===== config.mk =====
export PLATFORM = sky130hd
export DESIGN_NAME = simd_sat_alu
export DESIGN_NICKNAME = d
export VERILOG_FILES = /design/src/rtl/simd_alu_pkg.sv /design/src/rtl/simd_lane.sv /design/src/rtl/simd_sticky.sv /design/src/rtl/simd_sat_alu.sv
export SDC_FILE = /design/constraint.sdc
export NUM_CORES = 1
export LEC_CHECK = 0
export ABC_AREA = 1
export CAP_MARGIN = 10
export CORE_UTILIZATION = 60
export DETAILED_ROUTE_END_ITERATION = 16
export GPL_ROUTABILITY_DRIVEN = 0
export PLACE_DENSITY = 0.81
export REMOVE_ABC_BUFFERS = 1
export SYNTH_ARGS = -nofsm -noshare
export SYNTH_HDL_FRONTEND = slang
export SYNTH_HIERARCHICAL = 1
export SYNTH_SLANG_ARGS = --single-unit

===== constraint.sdc =====
create_clock -name clk_i -period 0.8 [get_ports clk_i]
set_clock_uncertainty 0.15 [all_clocks]
set_input_delay 0.08 -clock clk_i [delete_from_list [all_inputs] [get_ports clk_i]]
set_output_delay 0.08 -clock clk_i [all_outputs]
set_load 0.005 [all_outputs]

===== src/rtl/simd_alu_pkg.sv =====
package simd_alu_pkg;
  localparam int DATA_W   = 32;
  localparam int NARROW_W = 8;
  localparam int WIDE_W   = 16;
  localparam int SA_W     = $clog2(WIDE_W);
  localparam int FLAG_W   = 8;
  localparam int OVF_ARITH_BIT = 4;
  localparam int OVF_SHL_BIT   = 6;

  typedef enum logic [3:0] {
    OP_ADD      = 4'd0,
    OP_ADD_SAT  = 4'd1,
    OP_SUB      = 4'd2,
    OP_SUB_SAT  = 4'd3,
    OP_HADD     = 4'd4,
    OP_HADD_RND = 4'd5,
    OP_HSUB     = 4'd6,
    OP_HSUB_RND = 4'd7,
    OP_ABS      = 4'd8,
    OP_SHRL     = 4'd9,
    OP_SHRA     = 4'd10,
    OP_SHRA_RND = 4'd11,
    OP_SHLL     = 4'd12,
    OP_SHLL_SAT = 4'd13,
    OP_RSV0     = 4'd14,
    OP_RSV1     = 4'd15
  } op_e;
endpackage


===== src/rtl/simd_lane.sv =====
module simd_lane
  import simd_alu_pkg::*;
#(
  parameter int W   = 8,
  parameter int SAW = $clog2(W)
) (
  input  logic [W-1:0]   a_i,
  input  logic [W-1:0]   b_i,
  input  op_e            op_i,
  input  logic           sgn_i,
  input  logic [SAW-1:0] sa_i,
  output logic [W-1:0]   y_o,
  output logic           ovf_arith_o,
  output logic           ovf_shl_o
);
  localparam int V = 2*W + 2;
  localparam logic signed [V-1:0] SMAX = {{(V-W+1){1'b0}}, {(W-1){1'b1}}};
  localparam logic signed [V-1:0] SMIN = {{(V-W+1){1'b1}}, {(W-1){1'b0}}};
  localparam logic signed [V-1:0] UMAX = {{(V-W){1'b0}}, {W{1'b1}}};
  localparam logic signed [V-1:0] UMIN = '0;
  localparam logic signed [V-1:0] ONE  = {{(V-1){1'b0}}, 1'b1};
  localparam logic [W-1:0] MOST_NEG = {1'b1, {(W-1){1'b0}}};

  logic signed [V-1:0] av, bv, as_v, hi, lo, tmp, half;
  logic out_hi, out_lo;

  // operand extension per signedness; abs and shra always signed
  assign av   = sgn_i ? {{(V-W){a_i[W-1]}}, a_i} : {{(V-W){1'b0}}, a_i};
  assign bv   = sgn_i ? {{(V-W){b_i[W-1]}}, b_i} : {{(V-W){1'b0}}, b_i};
  assign as_v = {{(V-W){a_i[W-1]}}, a_i};
  assign hi   = sgn_i ? SMAX : UMAX;
  assign lo   = sgn_i ? SMIN : UMIN;
  assign half = (ONE << sa_i) >>> 1;

  always_comb begin
    tmp         = '0;
    y_o         = '0;
    ovf_arith_o = 1'b0;
    ovf_shl_o   = 1'b0;
    out_hi      = 1'b0;
    out_lo      = 1'b0;
    unique case (op_i)
      OP_ADD, OP_ADD_SAT, OP_SUB, OP_SUB_SAT: begin
        tmp = (op_i == OP_ADD || op_i == OP_ADD_SAT) ? av + bv : av - bv;
        out_hi = tmp > hi;
        out_lo = tmp < lo;
        ovf_arith_o = out_hi | out_lo;
        if (op_i == OP_ADD_SAT || op_i == OP_SUB_SAT) begin
          if (out_hi) tmp = hi;
          else if (out_lo) tmp = lo;
        end
        y_o = tmp[W-1:0];
      end
      OP_HADD, OP_HADD_RND: begin
        tmp = av + bv + ((op_i == OP_HADD_RND) ? ONE : '0);
        y_o = tmp[W:1];
      end
      OP_HSUB, OP_HSUB_RND: begin
        tmp = av - bv + ((op_i == OP_HSUB_RND) ? ONE : '0);
        y_o = tmp[W:1];
      end
      OP_ABS: begin
        if (a_i == MOST_NEG) begin
          y_o = SMAX[W-1:0];
          ovf_arith_o = 1'b1;
        end else if (a_i[W-1]) begin
          y_o = -a_i;
        end else begin
          y_o = a_i;
        end
      end
      OP_SHRL: y_o = a_i >> sa_i;
      OP_SHRA, OP_SHRA_RND: begin
        tmp = as_v + ((op_i == OP_SHRA_RND) ? half : '0);
        tmp = tmp >>> sa_i;
        y_o = tmp[W-1:0];
      end
      OP_SHLL, OP_SHLL_SAT: begin
        tmp = av <<< sa_i;
        out_hi = tmp > hi;
        out_lo = tmp < lo;
        ovf_shl_o = out_hi | out_lo;
        if (op_i == OP_SHLL_SAT) begin
          if (out_hi) tmp = hi;
          else if (out_lo) tmp = lo;
        end
        y_o = tmp[W-1:0];
      end
      default: y_o = '0;
    endcase
  end
endmodule


===== src/rtl/simd_sticky.sv =====
module simd_sticky #(
  parameter int FW = 8
) (
  input  logic          clk_i,
  input  logic          rst_ni,
  input  logic [FW-1:0] set_i,
  input  logic          clr_i,
  input  logic [FW-1:0] clr_mask_i,
  output logic [FW-1:0] flags_o
);
  logic [FW-1:0] flags_q;

  // set wins over a same-cycle clear
  always_ff @(posedge clk_i or negedge rst_ni) begin
    if (!rst_ni) flags_q <= '0;
    else         flags_q <= (flags_q & ~(clr_i ? clr_mask_i : '0)) | set_i;
  end

  assign flags_o = flags_q;
endmodule


===== src/rtl/simd_sat_alu.sv =====
module simd_sat_alu
  import simd_alu_pkg::*;
(
  input  logic              clk_i,
  input  logic              rst_ni,
  input  logic              start_i,
  input  logic [3:0]        op_i,
  input  logic              fmt_i,
  input  logic              sign_i,
  input  logic [SA_W-1:0]   sa_i,
  input  logic [DATA_W-1:0] a_i,
  input  logic [DATA_W-1:0] b_i,
  input  logic              clr_i,
  input  logic [FLAG_W-1:0] clr_mask_i,
  output logic [DATA_W-1:0] result_o,
  output logic              valid_o,
  output logic [FLAG_W-1:0] ovf_o
);
  localparam int N_NARROW = DATA_W / NARROW_W;
  localparam int N_WIDE   = DATA_W / WIDE_W;
  localparam int SA_N     = $clog2(NARROW_W);

  op_e op;
  assign op = op_e'(op_i);

  logic [DATA_W-1:0]   res_n, res_w;
  logic [N_NARROW-1:0] oa_n, os_n;
  logic [N_WIDE-1:0]   oa_w, os_w;

  for (genvar g = 0; g < N_NARROW; g++) begin : g_narrow
    simd_lane #(.W(NARROW_W), .SAW(SA_N)) u_lane (
      .a_i        (a_i[g*NARROW_W +: NARROW_W]),
      .b_i        (b_i[g*NARROW_W +: NARROW_W]),
      .op_i       (op),
      .sgn_i      (sign_i),
      .sa_i       (sa_i[SA_N-1:0]),
      .y_o        (res_n[g*NARROW_W +: NARROW_W]),
      .ovf_arith_o(oa_n[g]),
      .ovf_shl_o  (os_n[g])
    );
  end

  for (genvar h = 0; h < N_WIDE; h++) begin : g_wide
    simd_lane #(.W(WIDE_W), .SAW(SA_W)) u_lane (
      .a_i        (a_i[h*WIDE_W +: WIDE_W]),
      .b_i        (b_i[h*WIDE_W +: WIDE_W]),
      .op_i       (op),
      .sgn_i      (sign_i),
      .sa_i       (sa_i),
      .y_o        (res_w[h*WIDE_W +: WIDE_W]),
      .ovf_arith_o(oa_w[h]),
      .ovf_shl_o  (os_w[h])
    );
  end

  logic [FLAG_W-1:0] set_vec;
  always_comb begin
    set_vec = '0;
    set_vec[OVF_ARITH_BIT] = start_i & (fmt_i ? |oa_w : |oa_n);
    set_vec[OVF_SHL_BIT]   = start_i & (fmt_i ? |os_w : |os_n);
  end

  simd_sticky #(.FW(FLAG_W)) u_sticky (
    .clk_i     (clk_i),
    .rst_ni    (rst_ni),
    .set_i     (set_vec),
    .clr_i     (clr_i),
    .clr_mask_i(clr_mask_i),
    .flags_o   (ovf_o)
  );

  logic [DATA_W-1:0] result_q;
  logic              valid_q;

  always_ff @(posedge clk_i or negedge rst_ni) begin
    if (!rst_ni) begin
      result_q <= '0;
      valid_q  <= 1'b0;
    end else begin
      valid_q <= start_i;
      if (start_i) result_q <= fmt_i ? res_w : res_n;
    end
  end

  assign result_o = result_q;
  assign valid_o  = valid_q;
endmodule


==> results.yml, run 1 <==
synth:
  synthTopCellsByCount: "2,380 x nand2_1, 995 x inv_1, 837 x nand3_1, 703 x nor2_1, 548 x ha_1"
  ys_top_cells_by_area: "nand2_1 22%, ha_1 17%, nand3_1 10%"
  ys_seq_area_frac: 0.02510
  synthFlopType: "dfrtp_1"
  ys_ff_latch: 41
  syn_area_um2: 40870
  avgSynthCellArea_um2: 5.351
  yosysTopAreaCell: "nand2_1"
  netlist.area_leader.share: 0.2186
  async_reset_ff_frac: 1.000
  ys_warn_count: 6
  synth_edf_count: 0
  synthCells: 7639
  synth_most_common_cell: "nand2_1"
  synth.distinct_cells: 77
placement:
  dpl.hpwl_um: 152100
  dp_cells: 10390
  dp_slack_ns: -5.630
  port-buffer-count: 126
floorplan:
  start_util: 0.6075
  die_h_um: 263
  io_pins: 127
  die_w_um: 263
  row_count: 95
run_status:
  stop_stage: "global routing (5_1_grt)"
  error_line: "[ERROR GRT-0116] Global routing finished with congestion. Check the congestion regions in the DRC Viewer."
  outcome: "did not finish"
grt:
  grt_pass1_vias: 75460
  grt-ovfl-total: 2118
  grt_usage: 0.7672
  grt_pass1_wl_um: 424700
  grt_max_degree: 46
clocking:
  htreeDepth: 2
  root_buffer: "clkbuf_16"
  cts_buffer_depth: 2
  cts.sinks: 41
  cts_made_buffers: 5
## per-layer routing
metal | GRT overflow | global-route usage
met5 | 29 | 0.4518
met4 | 498 | 0.7183
met3 | 196 | 0.6116
met2 | 1171 | 0.9561
met1 | 224 | 0.7549
## metrics by stage
| stage | instance area, µm² | hold slack, ns |
|---|---|---|
| 4_1_cts | 58590 | 0.09314 |
| 3_3_place_gp | 56850 | -0.06451 |
| 3_5_place_dp | 56850 | -0.06003 |
| 2_1_floorplan | 39910 | -0.3656 |
## logic make-up after synthesis
logic type | after synthesis | share of synthesized area
adders and majority gates | 572 | 0.1795
muxes | 3 | 0.0007347
other | 1 | 0.00009175
buffers and inverters | 1225 | 0.1219
xor gates and xnor gates | 151 | 0.03383
and+or+nand+nor | 4437 | 0.4716
DFF | 41 | 0.02510
AOI/OAI and AO/OA | 1209 | 0.1672
## what timing repair did
| action | in CTS |
|---|---|
| setup endpoints to repair | 75 |
| hold buffers | 1 |
| gates cloned | 3 |
| hold endpoints to repair | 41 |
| pin swaps | 194 |
| gates resized for setup | 533 |
| setup buffers | 80 |
==> inputs of run 2 (changes only) <==
--- a/config.mk
+++ b/config.mk
@@ -7,10 +7,10 @@
 export LEC_CHECK = 0
 export ABC_AREA = 1
 export CAP_MARGIN = 10
-export CORE_UTILIZATION = 60
+export CORE_UTILIZATION = 40
 export DETAILED_ROUTE_END_ITERATION = 16
 export GPL_ROUTABILITY_DRIVEN = 0
-export PLACE_DENSITY = 0.81
+export PLACE_DENSITY_LB_ADDON = 0.15
 export REMOVE_ABC_BUFFERS = 1
 export SYNTH_ARGS = -nofsm -noshare
 export SYNTH_HDL_FRONTEND = slang
==> constraint.sdc (replaced) <==
create_clock -name clk_i -period 1 [get_ports clk_i]
set_clock_uncertainty 0.15 [all_clocks]
set_input_delay 0.1 -clock clk_i [delete_from_list [all_inputs] [get_ports clk_i]]
set_output_delay 0.1 -clock clk_i [all_outputs]
set_load 0.005 [all_outputs]
==> results.yml, run 2 <==
route:
  via_per_inst: 5.298
  wl_per_cell_um: 16.42
  first_pass_iters: 6
  num_vias: 59110
  drc: 0
  routed_wl_um: 183200
  ant_nets: 0
  drtIter0Drc: 4820
synth:
  synth-compound-area-share: 0.1672
  avgSynthCellArea_um2: 5.351
  synthCells: 7639
  netlist.area_leader.share: 0.2186
  ys_top_cells_by_area: "nand2_1 22%, ha_1 17%, nand3_1 10%"
  synth-xor-area-share: 0.03383
  synth-simple-area-share: 0.4716
  synth_top_family_by_area: "simple AND/OR/NAND/NOR gates"
  synthFlopType: "dfrtp_1"
  ys_warn_count: 6
  synth.distinct_cells: 77
  async_reset_ff_frac: 1.000
  syn_area_um2: 40870
  ys_seq_area_frac: 0.02510
  synthAdderAreaFrac: 0.1795
  ys_ff_latch: 41
  muxShareOfSynthArea: 0.0007347
  synth_edf_count: 0
  synthTopCellsByCount: "2,380 x nand2_1, 995 x inv_1, 837 x nand3_1, 703 x nor2_1, 548 x ha_1"
  yosysTopAreaCell: "nand2_1"
  synth_most_common_cell: "nand2_1"
grt:
  grt_usage: 0.3378
  grt-ovfl-total: 0
  grt_use_met1: 0.4215
  grt_max_degree: 47
  grt_pass1_wl_um: 283000
  antenna_found_initial: 3
  grtUsageMet3: 0.03898
  top_usage_layer: "met2"
  grt_pass1_vias: 55620
  use_met2: 0.5591
sta:
  whs_ns: 0.1213
  maxSlewViolCount: 0
  setup_tns_ns: -132.29
  setup_ws_ns: -3.966
  min_period_ns: 4.966
  setup_viol: 75
  finalHoldViolations: 0
  fmax_mhz: 201.4
  finalCritPeriodShare: 4.966
  rsz0062_at_grt: "yes"
run_status:
  violations: "setup timing"
  outcome: "finished, violations left"
clocking:
  cts_buffer_depth: 2
  path_clk_slew_ns: 0.09
  clock_latency_ns: 0.31
  cts_made_buffers: 5
  htreeDepth: 2
  root_buffer: "clkbuf_16"
  cts.sinks: 41
  cts_tree: "yes"
worst_setup_path:
  worst-path-buf-inv: 14
  cp.required_ns: 1.05
  worst_setup_path_end_kind: "flop"
  worst_path_largest_cell_delay_ns: 0.30
  crit_fanout: 5
  r2r_end: "result_o[0]$_DFFE_PN0P_"
  crit_slowest_cell: "ha_1"
  regToRegStartpoint: "result_o[0]$_DFFE_PN0P_"
  crit_family: "simple AND/OR/NAND/NOR gates"
  reg2reg_slack_ns: -0.08
  start_kind: "input pin"
  worstPathArrival_ns: 5.02
  path_class: "input pin to flop"
  ff2ff_path_depth: 4
final_layout:
  largest_reg_flops: 32
  final_cell_mix: "2,231 x nand2_1, 2,066 x buf_4, 956 x inv_1, 774 x nand3_1, 648 x nor2_1"
  layout-area-overhead-vs-synth_pct: 53.08
  design_area_um2: 62570
  drive_gt1_frac: 0.3089
  fill_cells: 9763
  layoutNonFillerInstCount: 11160
  nNetsFinal: 10460
  layout_commonest_cell: "nand2_1"
pwr:
  ir_worst_vdd_v: 0.0006459
  p_leak_nw: 35.01
  p_per_area_nw_per_um2: 755.2
placement:
  port-buffer-count: 126
  dp_slack_ns: -5.200
  dp_cells: 10980
  postPlaceCellArea_um2: 58390
  dpl.hpwl_um: 147800
floorplan:
  die_w_um: 321.7
  row_count: 116
  start_util: 0.4058
  io_pins: 127
  die_h_um: 321.7
  design.core.area_um2: 100700
  die-area_um2: 103500
job:
  maxCapViolCount: 0
min_path:
  hold_class: "input pin to flop"
  min_to: "result_o[22]$_DFFE_PN0P_"
  worstHoldStart: "fmt_i"
  worstHoldPathCells: 6
## run 2: worst max-delay path by stage
stage | from | to | slack [ns] | cells past startpoint
finish | b_i[16] | u_sticky/flags_o[4]$_DFF_PN0_ | -3.97 | 44
global placement | b_i[16] | result_o[17]$_DFFE_PN0P_ | -5.05 | 45
detailed placement | b_i[0] | result_o[9]$_DFFE_PN0P_ | -5.20 | 46
CTS | b_i[17] | result_o[29]$_DFFE_PN0P_ | -4.06 | 45
floorplan | b_i[17] | result_o[21]$_DFFE_PN0P_ | -4.22 | 44
global route | b_i[16] | u_sticky/flags_o[4]$_DFF_PN0_ | -4.29 | 42
## run 2: cell families (layout without fill, tap and decap cells)
family / after synthesis / count (layout)
xor+xnor: 151 / 151
buf+inv: 1225 / 3380
flops: 41 / 41
fa+ha+maj: 572 / 572
mux: 3 / 3
compound gates: 1209 / 1209
simple gates: 4437 / 4437
other cells: 1 / 7
## run 2: worst min-delay path, stage by stage
cell,delay (ns)
buf_2,0.10
buf_12,0.15
nand2_1,0.07
nand2_1,0.06
nand2_1,0.04
nand2_1,0.05
## run 2: area by class of cell
class,instances,area [µm²],share of cell area
diodes,1,2.502,0.00004000
clock buffers,5,125.1,0.002000
clock inverters,2,35.03,0.0005599
inverters,1058,4049,0.06471
multi-input cells,6378,37120,0.5933
flip-flops and latches,41,1033,0.01652
well taps,1357,1698,0.02714
repair buffers,2314,18500,0.2956
repair inverters,1,6.256,0.00009999
## run 2: where the power goes
group / switching (mW) / internal, mW
logic: 23.1 / 19.8
registers: 0.357 / 1.96
clock network: 0.888 / 1.17
## run 2: timing repair
| item | 4_1_cts | 5_1_grt |
|---|---|---|
| gates resized for setup | 673 | 404 |
| hold endpoints to repair | 41 | 0 |
| buffers inserted | 92 | 68 |
| gates cloned | 4 | 1 |
| hold buffers | 1 | 0 |
| endpoints found under the setup margin | 75 | 75 |
| pin swaps | 215 | 269 |
## run 2: per-layer routing
layer	wire length [µm]	vias up
met5	0	-
met4	12150	0
met3	13490	623
met2	81350	2281
met1	76160	26680
li1	-	29530
## run 2: per-stage QoR
step / power [mW] / utilization
floorplan: 21.13 / -
global placement: 39.72 / 0.5796
detailed placement: 40.33 / 0.5796
CTS: 44.20 / 0.6014
global route: 51.39 / 0.6212
finish: 47.25 / 0.6212
Power figures use the tool's default switching activity.
